## config.mk

```make
export PLATFORM = sky130hd
export DESIGN_NAME = range_sched
export DESIGN_NICKNAME = d
export VERILOG_FILES = /design/src/rtl/range_sched_pkg.sv /design/src/rtl/rs_cfg_regs.sv /design/src/rtl/rs_range_table.sv /design/src/rtl/rs_delay_timer.sv /design/src/rtl/range_sched.sv
export SDC_FILE = /design/constraint.sdc
export NUM_CORES = 1
export LEC_CHECK = 0
export ABC_AREA = 0
export ABC_CLOCK_PERIOD_IN_PS = 3230
export CORE_MARGIN = 5
export CORE_UTILIZATION = 45
export DETAILED_ROUTE_END_ITERATION = 16
export DONT_BUFFER_PORTS = 1
export PLACE_DENSITY_LB_ADDON = 0.12
export SYNTH_ARGS = -nofsm -noshare
export SYNTH_HDL_FRONTEND = slang
export SYNTH_HIERARCHICAL = 1
export SYNTH_SLANG_ARGS = --single-unit
export TNS_END_PERCENT = 5
```

## constraint.sdc

```tcl
create_clock -name clk -period 3.23 [get_ports clk]
set_input_delay 0.323 -clock clk [delete_from_list [all_inputs] [get_ports clk]]
set_output_delay 0.323 -clock clk [all_outputs]
set_load 0.01 [all_outputs]
```

## src/rtl/range_sched_pkg.sv

```systemverilog
package range_sched_pkg;

  localparam int RANGE_W = 2;
  localparam int VACC_W  = 4;
  localparam int N_VACC  = 1 << VACC_W;

  typedef logic [RANGE_W-1:0] range_t;

  localparam range_t RNG_100NA = 2'b00;
  localparam range_t RNG_1UA   = 2'b10;
  localparam range_t RNG_10UA  = 2'b11;

  // control register select
  localparam logic REG_TRIG_EVT = 1'b0;
  localparam logic REG_DELAY_MS = 1'b1;

  // a code is usable unless it is the undefined pattern 01
  function automatic logic range_legal(input range_t code);
    return code != 2'b01;
  endfunction

  // true when the tick being counted is the final one of the delay
  function automatic logic last_tick(input logic [31:0] remaining);
    return remaining <= 32'd1;
  endfunction

  // number of millisecond ticks from event to update
  function automatic logic [31:0] ticks_for_delay(input logic [31:0] delay_ms);
    return (delay_ms == 32'd0) ? 32'd1 : delay_ms;
  endfunction

endpackage

```

## src/rtl/rs_cfg_regs.sv

```systemverilog
module rs_cfg_regs #(
  parameter int DATA_W  = 16,
  parameter int RST_EVT = 55,
  parameter int RST_DLY = 0
) (
  input  logic              clk,
  input  logic              rst_n,
  input  logic              reg_we,
  input  logic              reg_addr,
  input  logic [DATA_W-1:0] reg_wdata,
  output logic [DATA_W-1:0] trig_evt,
  output logic [DATA_W-1:0] delay_ms
);
  import range_sched_pkg::*;

  always_ff @(posedge clk or negedge rst_n) begin
    if (!rst_n) begin
      trig_evt <= DATA_W'(RST_EVT);
      delay_ms <= DATA_W'(RST_DLY);
    end else if (reg_we) begin
      if (reg_addr == REG_TRIG_EVT) trig_evt <= reg_wdata;
      else                          delay_ms <= reg_wdata;
    end
  end

endmodule

```

## src/rtl/rs_range_table.sv

```systemverilog
module rs_range_table #(
  parameter int N_CH = 8,
  parameter int CH_W = 3
) (
  input  logic                                    clk,
  input  logic                                    rst_n,
  input  logic                                    wr_en,
  input  logic [CH_W-1:0]                         wr_ch,
  input  logic [range_sched_pkg::VACC_W-1:0]      wr_vacc,
  input  logic [range_sched_pkg::RANGE_W-1:0]     wr_code,
  input  logic [range_sched_pkg::VACC_W-1:0]      rd_vacc,
  output logic [N_CH*range_sched_pkg::RANGE_W-1:0] rd_codes
);
  import range_sched_pkg::*;

  logic wr_ok;
  assign wr_ok = wr_en && range_legal(wr_code);

  for (genvar c = 0; c < N_CH; c++) begin : g_ch
    range_t entry [N_VACC];
    logic   sel;

    assign sel = wr_ok && (wr_ch == CH_W'(c));

    always_ff @(posedge clk or negedge rst_n) begin
      if (!rst_n) begin
        for (int v = 0; v < N_VACC; v++) entry[v] <= RNG_100NA;
      end else if (sel) begin
        entry[wr_vacc] <= wr_code;
      end
    end

    assign rd_codes[c*RANGE_W +: RANGE_W] = entry[rd_vacc];
  end

endmodule

```

## src/rtl/rs_delay_timer.sv

```systemverilog
module rs_delay_timer #(
  parameter int TICK_DIV = 1000,
  parameter int DLY_W    = 16
) (
  input  logic             clk,
  input  logic             rst_n,
  input  logic             start,
  input  logic [DLY_W-1:0] delay_ms,
  output logic             pending,
  output logic             ms_tick,
  output logic             fire
);
  import range_sched_pkg::*;

  localparam int PC_W = $clog2(TICK_DIV + 1);
  localparam logic [PC_W-1:0] PC_LAST = PC_W'(TICK_DIV - 1);

  logic [PC_W-1:0]  pcnt;
  logic [DLY_W-1:0] remaining;
  logic             at_last;

  assign ms_tick = pending && (pcnt == PC_LAST);
  assign at_last = last_tick(32'(remaining));
  // a restart in the same cycle overrides the pending completion
  assign fire    = ms_tick && at_last && !start;

  always_ff @(posedge clk or negedge rst_n) begin
    if (!rst_n) begin
      pending   <= 1'b0;
      remaining <= '0;
      pcnt      <= '0;
    end else if (start) begin
      pending   <= 1'b1;
      remaining <= delay_ms;
      pcnt      <= '0;
    end else if (pending) begin
      if (ms_tick) begin
        pcnt <= '0;
        if (at_last) pending   <= 1'b0;
        else         remaining <= remaining - DLY_W'(1);
      end else begin
        pcnt <= pcnt + PC_W'(1);
      end
    end
  end

endmodule

```

## src/rtl/range_sched.sv

```systemverilog
module range_sched #(
  parameter int N_CH     = 8,
  parameter int TICK_DIV = 1000,
  parameter int DATA_W   = 16,
  parameter int RST_EVT  = 55,
  parameter int CH_W     = (N_CH > 1) ? $clog2(N_CH) : 1
) (
  input  logic                   clk,
  input  logic                   rst_n,
  input  logic                   tbl_we,
  input  logic [CH_W-1:0]        tbl_ch,
  input  logic [3:0]             tbl_vacc,
  input  logic [1:0]             tbl_code,
  input  logic                   reg_we,
  input  logic                   reg_addr,
  input  logic [DATA_W-1:0]      reg_wdata,
  input  logic                   evt_valid,
  input  logic [DATA_W-1:0]      evt_num,
  input  logic [3:0]             evt_vacc,
  output logic [2*N_CH-1:0]      rng_out,
  output logic                   busy,
  output logic                   upd_stb
);
  import range_sched_pkg::*;

  localparam int OUT_W = N_CH * RANGE_W;

  logic [DATA_W-1:0] trig_evt;
  logic [DATA_W-1:0] delay_ms;
  logic [VACC_W-1:0] vacc_q;
  logic [OUT_W-1:0]  staged;
  logic              evt_hit;
  logic              pending;
  logic              ms_tick;
  logic              fire;

  rs_cfg_regs #(
    .DATA_W (DATA_W),
    .RST_EVT(RST_EVT),
    .RST_DLY(0)
  ) u_cfg (
    .clk      (clk),
    .rst_n    (rst_n),
    .reg_we   (reg_we),
    .reg_addr (reg_addr),
    .reg_wdata(reg_wdata),
    .trig_evt (trig_evt),
    .delay_ms (delay_ms)
  );

  rs_range_table #(
    .N_CH(N_CH),
    .CH_W(CH_W)
  ) u_tbl (
    .clk     (clk),
    .rst_n   (rst_n),
    .wr_en   (tbl_we),
    .wr_ch   (tbl_ch),
    .wr_vacc (tbl_vacc),
    .wr_code (tbl_code),
    .rd_vacc (vacc_q),
    .rd_codes(staged)
  );

  assign evt_hit = evt_valid && (evt_num == trig_evt);

  // index travels with the event and is held for the whole delay
  always_ff @(posedge clk or negedge rst_n) begin
    if (!rst_n)       vacc_q <= '0;
    else if (evt_hit) vacc_q <= evt_vacc;
  end

  rs_delay_timer #(
    .TICK_DIV(TICK_DIV),
    .DLY_W   (DATA_W)
  ) u_tmr (
    .clk     (clk),
    .rst_n   (rst_n),
    .start   (evt_hit),
    .delay_ms(delay_ms),
    .pending (pending),
    .ms_tick (ms_tick),
    .fire    (fire)
  );

  // output register: every channel reloaded on each update
  always_ff @(posedge clk or negedge rst_n) begin
    if (!rst_n) begin
      rng_out <= '0;
      upd_stb <= 1'b0;
    end else begin
      upd_stb <= fire;
      if (fire) rng_out <= staged;
    end
  end

  assign busy = pending;

endmodule

```

==> results.yml <==
yosys:
  syn-num-nets: 1288
  ys_ff_latch: 336
  synth_cell_types: 71
  syn_area_sq_mm: 0.0170
  syn_area_per_cell_sq_um: 13.8
  synth_top_area_share_pct: 48.6
  synth_ff_type: "dfrtp_1"
  synthTopCellsByArea: "dfrtp_1 49%, mux2_2 19%, mux4_2 8.5%"
  synth_top_cell_by_area: "dfrtp_1"
  yosysWarnings: 6
  synth_edf_count: 0
  synthArstFlopShare_pct: 100
  syn_inst: 1234
  ys_seq_area_share_pct: 49.4
global_route:
  grt_pass1_vias: 10700
  overflow: 0
  grt_max_degree: 337
  grt_pass1_wl_um: 65300
  antenna_found_initial: 0
  track_usage_pct: 19.8
power:
  power.total_mw: 9.69
  p_leak_nw: 8.11
  powerDensity_mw_per_mm2: 512
  ir_drop_uv: 397
final_layout:
  final_nets: 1249
  fin_area_sq_mm: 0.0189
  finalNonFillerCells: 1735
  antennaDiodeCount: 0
  syn_to_final_growth_pct: 11.0
  num-fill-cells: 3314
  drive_above_1_share_pct: 42.8
place:
  port_buffers: 0
  dp_hpwl_um: 24200
  dpl.cell_count: 1643
  place_area_sq_mm: 0.0174
  place_ws_ps: 600
  place.gp.congestion: 0.777
detailed_routing:
  viasPerCell: 6.01
  drt-pass1-iter-count: 5
  drt_iter0_drc: 698
  routed_wl_um: 40900
  drc: 0
  vias: 10400
  final_antenna_net_count: 0
  wire_per_inst_um: 23.6
worst_setup_path:
  startpoint_type: "flip-flop"
  crit_path_end: "rng_out[11]$_DFFE_PN0P_"
  cp-startpoint: "u_tmr/remaining[10]$_DFFE_PN0P_"
  worstReg2RegStart: "u_tmr/remaining[10]$_DFFE_PN0P_"
  worst_ep_arrival_time_ps: 3060
  r2r-end: "rng_out[11]$_DFFE_PN0P_"
  r2r_setup_slack_ps: 590
  end_kind: "flip-flop"
  worstRegToRegCells: 5
  required_ps: 3650
  cp_max_fo: 18
  path_class: "reg -> reg"
sta:
  finalHoldViolCount: 334
  hold_slack_ps: -504
  grt_setup_unrepaired: "false"
  finalSetupTns_ps: 0
  setup_viol: 0
  slew_viol_final: 0
  fin_crit_sh_pct: 81.7
  worstMarginPinSlew_ps: 1160
  skew_ps: 13.3
  min_period_ps: 2640
  timing.final.ws_setup_ps: 590
  fmax_ghz: 0.379
  maxSlewHeadroom_pct: 22.2
floorplanning:
  num_io_pins: 69
  dieArea_sq_mm: 0.0418
  core_region_area_sq_mm: 0.0375
  start_util_pct: 45.4
  die_y_um: 205
  die_w_um: 205
  row_count: 71
cts:
  ctsLongestPathBuffers: 3
  cts_sinks: 336
  cts_tree: "done"
  h-tree-depth: 2
  path_clk_slew_ps: 60
  post_cts_buffers: 0
  numCtsBuffers: 39
  cts_root_buffer: "clkbuf_16"
  worstSkewPairLatency_ps: 540
  cts_hold_buf: 22
  cts_resized: 0
outcome:
  violations: "hold timing"
  status: "finished, violations left"
worst_hold_path:
  hold_class: "in -> async"
run:
  cap_violations: 0
[registers in the layout, indices dropped and copies added, names as in the netlist]
| signal | flops |
|---|---|
| u_tmr/pcnt | 10 |
| u_cfg/trig_evt | 16 |
| rng_out | 16 |
| u_cfg/delay_ms | 16 |
| u_tmr/remaining | 16 |
| vacc_q | 4 |
| upd_stb | 1 |
| u_tmr/pending | 1 |
| u_tbl/g_ch.entry | 256 |
[cells in the mapped netlist (all sizes together) (3+ instances only)]
cell type and count:
nand4b 4, nor4 75, mux2i 3, and2 3, a31oi 6, o2111ai 5, dfrtp 331, nor2 24
nand2 29, a22oi 33, mux2 308, a21oi 6, nor4b 4, a311o 3, nand4 69, or3 4
dfstp 5, or4b 5, and4 3, and4b 4, xor2 12, xnor2 10, or2 6, or4 6
and4bb 7, nor2b 6, mux4 64, o211ai 5, nand4bb 6, ha 3, o41ai 3, clkbuf 75
nand3 8, nor3 7, buf 46, nand3b 3, inv 13, o21ai 5
[layout make-up]
| class | instances | area, sq um | area share, % |
|---|---|---|---|
| clock buffers | 62 | 1180 | 6.27 |
| clock inverters | 8 | 90.1 | 0.477 |
| inverters | 13 | 48.8 | 0.258 |
| multi-input cells | 764 | 8060 | 42.6 |
| flip-flops and latches | 336 | 8420 | 44.5 |
| well taps | 511 | 639 | 3.38 |
| repair buffers | 41 | 460 | 2.44 |
[where the power goes]
group,internal (mW),total [mW],switching (mW)
Clock,2.67,4.38,1.72
Sequential,4.50,4.65,0.149
Combinational,0.383,0.657,0.275
Total,7.55,9.69,2.14
[critical path, stage by stage (launching register included)]
cell     delay, ps
dfrtp_1        390
or4_1          720
or4b_4         650
nor3_4         180
buf_12         210
mux2_2         350
[how the worst min path moves through the flow]
stage | depth (start not counted) | slack, ps | end
after floorplan | 0 | 30 | rng_out[0]$_DFFE_PN0P_
after global placement | 0 | 50 | u_tbl/g_ch[0].entry[7]$_DFFE_PN0P_
after detailed placement | 0 | 50 | rng_out[0]$_DFFE_PN0P_
after CTS | 0 | -540 | u_tbl/g_ch[0].entry[29]$_DFFE_PN0P_
after global routing | 0 | -540 | u_tbl/g_ch[0].entry[7]$_DFFE_PN0P_
final | 0 | -500 | u_tbl/g_ch[0].entry[14]$_DFFE_PN0P_
[through the flow]
step | hold WS (ps) | utilization, %
final | -504 | 50.4
after global routing | -536 | 50.4
after CTS | -543 | 50.4
after detailed placement | 48.1 | 46.3
after global placement | 47.2 | 46.3
after floorplan | 27.4 | -
[metal layers]
layer  vias up  GRT usage [%]  part of all wire [%]
li1       4681              -                     -
met4         0           4.86                   1.6
met1      5458           28.7                    46
met5         -              0                     0
met3        49           3.55                   4.8
met2       231           31.2                    48
[cell usage in the layout, fill, tap and decap left out, types with 20 or more instances in the layout]
master	count
dfrtp_1	329
mux2_2	289
nand4_1	69
mux4_2	64
clkbuf_16	41
nor4_1	38
a22oi_1	33
nand2_1	28
nor2_1	24
nor4_2	23
dlygate4sd3_1	20
[cells by family (layout without fill, tap and decap cells)]
family	Yosys count	count (layout)	synth area share, %
DFF	336	336	49.4
AOI/OAI and AO/OA	83	83	3.71
and+or+nand+nor	281	281	12.8
buffers and inverters	134	124	3.44
adders and majority gates	3	3	0.220
xor gates and xnor gates	22	22	1.13
muxes	375	375	29.3
Power figures use the tool's default switching activity.
